`src/rtl/vlc_overlap.sv`:
```
module vlc_overlap #(
  parameter int REG_W = 5,
  parameter int POW_W = 4
) (
  input  logic [REG_W-1:0]        src_idx,
  input  logic [REG_W-1:0]        dst_idx,
  input  logic signed [POW_W-1:0] src_pow,
  input  logic signed [POW_W-1:0] dst_pow,
  output logic                    ok
);
  localparam int SUM_W = REG_W + (1 << (POW_W - 1)) + 1;

  logic [SUM_W-1:0] s_base, d_base, s_len, d_len, s_end, d_end;

  function automatic logic [SUM_W-1:0] grp_len(input logic signed [POW_W-1:0] p);
    logic [SUM_W-1:0] one;
    one = SUM_W'(1);
    if (p > 0) grp_len = one << p[POW_W-2:0];
    else       grp_len = one;
  endfunction

  always_comb begin
    s_base = SUM_W'(src_idx);
    d_base = SUM_W'(dst_idx);
    s_len  = grp_len(src_pow);
    d_len  = grp_len(dst_pow);
    s_end  = s_base + s_len;
    d_end  = d_base + d_len;
    if (src_pow < dst_pow) begin
      ok = (s_end <= d_base) || (s_base >= d_end) ||
           ((s_end == d_end) && !src_pow[POW_W-1]);
    end else if (src_pow > dst_pow) begin
      ok = (d_base <= s_base) || (d_base >= s_end);
    end else begin
      ok = 1'b1;
    end
  end
endmodule

```
`config.mk`:
```
export PLATFORM = sky130hd
export DESIGN_NAME = vlc_overlap
export DESIGN_NICKNAME = d
export VERILOG_FILES = /design/src/rtl/vlc_overlap.sv
export SDC_FILE = /design/constraint.sdc
export NUM_CORES = 1
export LEC_CHECK = 0
export BUFFER_PORTS_ARGS = -buffer_cell sky130_fd_sc_hd__buf_2
export CAP_MARGIN = 5
export CORE_UTILIZATION = 35
export DETAILED_ROUTE_END_ITERATION = 10
export PLACE_DENSITY_LB_ADDON = 0.2
export SLEW_MARGIN = 10
export SYNTH_ARGS = -nofsm -noshare
export SYNTH_HDL_FRONTEND = slang
export SYNTH_SLANG_ARGS = --single-unit
export TNS_END_PERCENT = 100
```
`constraint.sdc`:
```
create_clock -name vclk -period 5.16
set_input_delay 1.032 -clock vclk [all_inputs]
set_output_delay 1.032 -clock vclk [all_outputs]
set_load 0.01 [all_outputs]
```
# [Yosys cells after proc, flatten, opt, wreduce, memory -nomap -nowiden]
# Cells that the tools add are included.
[op_classes] n_addsub=2 order_cmp=8 n_eq_ne=1 shifts=2 mux=4 reduce_logical=5
[ops] cell="5-bit by 14-bit adder with 14-bit output" count=2
[ops] cell="5-bit by 14-bit greater-or-equal comparator with 1-bit output" count=2
[ops] cell="14-bit two-way mux" count=2
[ops] cell="1-bit by 3-bit << shifter with 14-bit output, first input constant" count=2
[ops] cell="14-bit == test" count=1
[ops] cell="14-bit by 5-bit less-or-equal comparator with 1-bit output" count=1
[ops] cell="4-bit by 1-bit > comparator with 1-bit output, second input constant" count=2
[ops] cell="5-bit less-or-equal comparator" count=1
[ops] cell="4-bit > comparator" count=1
[ops] cell="4-bit less-than comparator" count=1
[ops] cell="1-bit logical OR" count=3
[ops] cell="1-bit two-way mux" count=2
[ops] cell="1-bit logical AND" count=1
[ops] cell="1-bit zero test" count=1
[word_totals] regBits=0 in_bits=18 output_inout_bits=1 word_cells=22

# [Depth between registers and ports, before layout]
# Gate-level depths: netlist (run 1).
[depth] depth_word=7 depth_mapped=13

# [Worst setup path before layout (run 1)]
# OpenSTA, ideal clock, no wires.
[synth_timing] path_type="input-to-output" from="in dst_pow[1]" to="out ok" arrival_ns=3.278 required_ns=4.128 setup_slack_ns=0.850 path_stages=13 path_buffers=1 cell_sequence="clkbuf_1 o31ai_1 ha_1 fa_1 xnor2_1 ha_1 a21oi_1 o21ai_0 a21o_1 a21oi_1 o31ai_1 a21oi_1 nand2_1"
[synth_between] elab_chain_cells=7 elab_cells_between_ends=13 classes_between="add/sub (1); order compare (4); eq/ne (1); shift (1); mux (3); reduce/logical (3)"
[synth_rtl] element="start: declaration" line_no="8" source="input logic signed [POW_W-1:0] dst_pow,"
[synth_rtl] element="4-bit by 1-bit > comparator with 1-bit output or 1-bit by 3-bit << shifter with 14-bit output (tied branches)" line_no="18" source="if (p > 0) grp_len = one << p[POW_W-2:0];"
[synth_rtl] element="14-bit two-way mux" line_no="18"
[synth_rtl] element="5-bit by 14-bit adder with 14-bit output" line_no="28" source="d_end = d_base + d_len;"
[synth_rtl] element="5-bit by 14-bit greater-or-equal comparator with 1-bit output or 14-bit == test (tied branches)" line_no="30, 31"
[synth_rtl] element="1-bit logical OR or 1-bit logical AND (tied branches)" line_no="30, 31"
[synth_rtl] element="1-bit logical OR" line_no="30" source="ok = (s_end <= d_base) || (s_base >= d_end) ||"
[synth_rtl] element="1-bit two-way mux *" line_no="29" source="if (src_pow < dst_pow) begin"
[synth_rtl] element="end: declaration" line_no="9" source="output logic ok"
# Mark *: on every way between the ends. The rest lies on a longest branch, timed or not.

# [Worst setup path in the final report (run 1)]
[layout_timing] from="in dst_pow[3]" to="out ok"
[layout_between] elab_chain_cells=7 elab_cells_between_ends=12 classes_between="add/sub (1); order compare (4); eq/ne (1); mux (3); reduce/logical (3)"
[layout_rtl] element="4-bit by 1-bit > comparator with 1-bit output" line_no="18"
[layout_rtl] element="14-bit two-way mux" line_no="18"
[layout_rtl] element="5-bit by 14-bit adder with 14-bit output" line_no="28"
[layout_rtl] element="5-bit by 14-bit greater-or-equal comparator with 1-bit output or 14-bit == test (tied branches)" line_no="30, 31"
[layout_rtl] element="1-bit logical OR or 1-bit logical AND (tied branches)" line_no="30, 31"
[layout_rtl] element="1-bit logical OR" line_no="30"
[layout_rtl] element="1-bit two-way mux *" line_no="29"
# Marks and branches as above.

==> metrics.md, run 1 <==
| Metric | Value |
|---|---|
| Critical path arrival | `3780 ps` |
| Sequential power share | `0` |
| Number of post-CTS setup repair buffers | `0` |
| First-pass GRT wire length | `4400 um` |
| Area grow syn2layout | `12.2%` |
| Commonest non-fill, non-tap cell in the layout | `ha_1` |
| Mapped cell area | `1060 um^2` |
| P_int | `0.0000523 W` |
| Sw Ratio | `0.554` |
| Met3 usage | `0` |
| RSZ-0062 raised after global routing | `false` |
| Final WL | `2650 um` |
| Mapped Nets | `194` |
| Status | `complete, but fails checks` |
| Relative slew slack | `0.679` |
| Slew @ Worst Pin | `478 ps` |
| VDD IR max | `0.0386 mV` |
| Met1 Resource Use GR | `0.256` |
| Post-Syn Instances | `145` |
| Resized cells post-CTS | `0` |
| Antenna violations before repair | `0` |
| Grt total ovfl | `0` |
| CP Data Required Time | `4130 ps` |
| Worst Setup End Kind | `primary output` |
| Sequential area share after synthesis | `0` |
| Die area | `3260 um^2` |
| Pwr Density | `98.2 nW/um^2` |
| WL/cell | `13.7 um` |
| All-layer global routing usage | `0.169` |
| Io pins | `19` |
| Row cnt | `19` |
| Warning count from the yosys run | `0` |
| Die X | `57.1 um` |
| Share of cells above drive strength 1 | `0.129` |
| Failing checks | `design-rule violations` |
| Vias | `1,076` |
| Largest net degree at the start of global routing | `10` |
| Hold_buf cts | `0` |
| Max-cap violations | `0` |
| ANT cells | `0` |
| Netlist cell types | `27` |
| Most crowded layer after global routing | `met2` |
| Starting Density | `0.376` |
| Logic pwr share | `1.000` |
| Fmax | `0.208 GHz` |
| Leak | `0.614 nW` |
| Final Slew Violations | `0` |
| Vias in the first global route | `961` |
| DR pass1 iterations | `7` |
| Fillers | `310` |
| Layout clock buffer count | `0` |
| Seq_cells | `0` |
| Register area | `0 um^2` |
| Setup_tns | `0 ps` |
| Final HPWL from detailed placement | `2330 um` |
| Layout Nets | `214` |
| Min cycle time layout | `4810 ps` |
| Most frequent cells in the layout | `ha_1, buf_2, inv_1, a21oi_1, nor2_1` |
| Critical Path Fanout Max | `5` |
| Setup crit start kind | `primary input` |
| Iteration-0 DRC Markers | `51` |
| Total power | `0.000117 W` |
| Final setup viols | `0` |
| Synth area leaders | `ha_1, xnor2_1, xor2_1` |
| Die Span Y | `57.1 um` |
| Crit Path Class | `in -> out` |
| Clock share of power | `0` |
| RD Place Congestion | `0.850` |
| Biggest area consumer among synthesized cells | `ha_1` |
| DRC errors left | `2` |
| Synth top area share | `0.341` |
| Number of vias per cell | `5.55` |
| Part of the cycle the worst path needs | `0.933` |
| Core area | `2830 um^2` |
| Antenna viol nets, final | `0` |
| IO Port Bufs | `19` |
| Hold crit path type | `in -> out` |
| Hold path depth | `6` |
| Syn_area_per_cell | `7.33 um^2` |
| Net Sw Power | `0.0000649 W` |
| Final hold violations | `0` |
| Global-route met2 utilization | `0.281` |
-- cells in the mapped netlist, types with 3 or more instances --
| master | count |
|---|---|
| inv_1 | 13 |
| nand2_1 | 9 |
| o21ai_0 | 9 |
| xor2_1 | 8 |
| a211oi_1 | 6 |
| xnor2_1 | 8 |
| nor2_1 | 10 |
| nor3_1 | 7 |
| nand2b_1 | 4 |
| ha_1 | 29 |
| a21o_1 | 5 |
| o21bai_1 | 3 |
| and3_1 | 3 |
| a21oi_1 | 13 |
-- cell families (layout without fill, tap and decap cells) --
group | Yosys count | count (layout) | share of synthesized area
AOI/OAI and AO/OA | 42 | 42 | 0.244
and+or+nand+nor | 42 | 42 | 0.196
adders and majority gates | 31 | 31 | 0.379
xor gates and xnor gates | 16 | 16 | 0.132
buffers and inverters | 14 | 32 | 0.0494
-- power groups by stage --
stage / logic (W) / registers (W) / clock network (W)
finish: 0.000117 / 0 / 0
CTS: 0.000118 / 0 / 0
global placement: 0.000114 / 0 / 0
detailed placement: 0.000117 / 0 / 0
global route: 0.000134 / 0 / 0
floorplan: 0.0000820 / 0 / 0
-- layer usage --
| metal | vias to the layer above | wire length, um |
|---|---|---|
| met2 | 23 | 1140 |
| li1 | 567 | - |
| met5 | - | 0 |
| met3 | 2 | 91 |
| met4 | 0 | 22 |
| met1 | 484 | 1400 |
-- area by class of cell --
class,count,area [um^2],area share
repair buffers,19,95.1,0.0797
well taps,31,38.8,0.0325
inverters,13,48.8,0.0409
multi-input cells,131,1010,0.847
-- metrics by stage --
step	hold slack, ps	cell area, um^2	instances	util	worst slack, ps
4_1_cts	2680	1190	194	0.422	336
5_1_grt	2740	1190	194	0.422	131
2_1_floorplan	2340	1060	145	-	850
6_report	2680	1190	194	0.422	346
3_3_place_gp	2690	1190	194	0.422	396
3_5_place_dp	2670	1190	194	0.422	357
-- worst max-delay path, stage by stage --
cell      delay (ps)
buf_2            100
inv_1            130
nand2_1          110
nor3_1           370
ha_1             320
a211oi_1         270
nor2_1           100
xnor2_1          310
ha_1             300
a21o_1           160
a21oi_1          140
o31ai_1           90
a21oi_1          150
nand2_1           60
buf_2            130
-- path summary, 6_finish.rpt --
kind,startpoint,end,slack [ps]
max,dst_pow[3],ok,350
min,src_pow[3],ok,2680
Power figures use the tool's default switching activity.
==> run 2: changes to the inputs <==
--- a/config.mk
+++ b/config.mk
@@ -7,7 +7,7 @@
 export LEC_CHECK = 0
 export BUFFER_PORTS_ARGS = -buffer_cell sky130_fd_sc_hd__buf_2
 export CAP_MARGIN = 5
-export CORE_UTILIZATION = 35
+export CORE_UTILIZATION = 45
 export DETAILED_ROUTE_END_ITERATION = 10
 export PLACE_DENSITY_LB_ADDON = 0.2
 export SLEW_MARGIN = 10
==> constraint.sdc (replaced) <==
create_clock -name vclk -period 4.8
set_input_delay 0.96 -clock vclk [all_inputs]
set_output_delay 0.96 -clock vclk [all_outputs]
set_load 0.01 [all_outputs]
==> run 2 against run 1 <==
Compared with the run above:
- the run now ends clean
- global-route usage is 4.2 points higher
- critical path depth is 3 lower
- core utilization is 12 points higher
==> metrics.md, run 2 (synthesis gave the netlist of run 1 again) <==
| Metric | Value |
|---|---|
| Die X | `50.6 um` |
| IO Port Bufs | `19` |
| Final HPWL from detailed placement | `2250 um` |
| Number of vias per cell | `5.57` |
| Vias in the first global route | `1,001` |
| Largest net degree at the start of global routing | `10` |
| Layout Nets | `214` |
| RSZ-0062 raised after global routing | `false` |
| Crit-path cells | `buf_2, nor3_1, or2_2, ha_1, fa_1, xnor2_1, xor2_1, or4_1, nor4_1, nand4_1, nand2_1, buf_2` |
| Max-cap violations | `0` |
| Final hold slack | `2560 ps` |
| Status | `completed` |
| Layout clock buffer count | `0` |
| Number of post-CTS setup repair buffers | `0` |
| ANT cells | `0` |
| Slew @ Worst Pin | `410 ps` |
| Setup crit start kind | `primary input` |
| Worst hold start | `src_pow[3]` |
| Row cnt | `17` |
| Core area | `2210 um^2` |
| CP Data Required Time | `3840 ps` |
| WL/cell | `13.5 um` |
| Share of cells above drive strength 1 | `0.135` |
| Vias | `1,063` |
| Setup WS post-layout | `246 ps` |
| Die area | `2560 um^2` |
| Dpl cells | `191` |
| VDD IR max | `0.0716 mV` |
| Top Family by Delay on Critical Path | `simple AND/OR/NAND/NOR gates` |
| Most frequent cells in the layout | `ha_1, buf_2, inv_1, a21oi_1, nor2_1` |
| Leak | `0.615 nW` |
| Hold crit path type | `in -> out` |
| Relative slew slack | `0.724` |
| Register area | `0 um^2` |
| Hold path depth | `6` |
| Io pins | `19` |
| Pwr Density | `105 nW/um^2` |
| DP Worst Slack | `192 ps` |
| Antenna violations before repair | `0` |
| Part of the cycle the worst path needs | `0.949` |
| DRC errors left | `0` |
| Setup_tns | `0 ps` |
| Final non-filler cell area | `1190 um^2` |
| Commonest non-fill, non-tap cell in the layout | `ha_1` |
| Area grow syn2layout | `12.4%` |
| Crit path top cell by count | `buf_2` |
| Crit path buf inv count | `2` |
| Final WL | `2580 um` |
| Critical path's largest stage delay | `430 ps` |
| Slowest-stage cell, CP | `fa_1` |
| Hold worst-path end | `ok` |
| First-pass GRT wire length | `4260 um` |
| Final hold violations | `0` |
| Antenna viol nets, final | `0` |
| Seq_cells | `0` |
| Crit Path Class | `in -> out` |
| Die Span Y | `50.6 um` |
| Fmax | `0.220 GHz` |
| DR pass1 iterations | `4` |
| Final Slew Violations | `0` |
| Dpl cell area | `1190 um^2` |
| All-layer global routing usage | `0.212` |
| Final setup viols | `0` |
| Critical path arrival | `3590 ps` |
| Iteration-0 DRC Markers | `16` |
| RD Place Congestion | `0.871` |
| Starting Density | `0.481` |
| Critical Path Fanout Max | `8` |
| Non-Filler Instances | `191` |
| Min cycle time layout | `4550 ps` |
| Worst Setup End Kind | `primary output` |
| Grt total ovfl | `0` |
## run 2: cell counts in the layout (fill, tap and decap cells not counted)
No cell type changed its count.
## run 2: what timing repair did
action	4_1_cts	5_1_grt
gates resized for setup	0	1
hold endpoints to repair	0	0
hold buffers	0	0
setup endpoints to repair	0	1
## run 2: worst max-delay path by stage
stage | start | endpoint | slack, ps | depth (start not counted)
finish | src_pow[1] | ok | 250 | 12
CTS | dst_pow[3] | ok | 170 | 15
floorplan | dst_pow[1] | ok | 630 | 13
detailed placement | dst_pow[3] | ok | 190 | 15
global route | dst_pow[3] | ok | 30 | 15
global placement | dst_pow[3] | ok | 220 | 15
## run 2: area by class of cell
type | count | area [um^2]
Inverter | 13 | 48.8
Timing Repair Buffer | 19 | 95.1
Multi-Input combinational cell | 131 | 1020
Fill cell | 237 | 1020
Tap cell | 28 | 35.0
## run 2: metrics by stage
| stage | util | total power [W] |
|---|---|---|
| after floorplan | - | 0.0000882 |
| after global placement | 0.538 | 0.000121 |
| after detailed placement | 0.538 | 0.000125 |
| after CTS | 0.538 | 0.000126 |
| after global routing | 0.540 | 0.000143 |
| final | 0.540 | 0.000126 |
## run 2: tightest hold or removal path, delay by kind of cell
family | cells | cell delay [ps]
buffers and inverters | 2 | 290
AND/OR/NAND/NOR | 4 | 350
## run 2: report_power, final
group / total (W) / switching, W / internal (W)
clock: 0 / 0 / 0
combinational: 0.000126 / 0.0000696 / 0.0000564
sequential: 0 / 0 / 0
total: 0.000126 / 0.0000696 / 0.0000564
## run 2: routing by layer
layer,share of wire,wire (um),vias up,GRT usage
li1,-,-,572,-
met1,0.51,1320,473,0.282
met2,0.47,1210,18,0.398
met3,0.019,48,0,0.00303
met4,0,0,0,0
met5,0,0,-,0
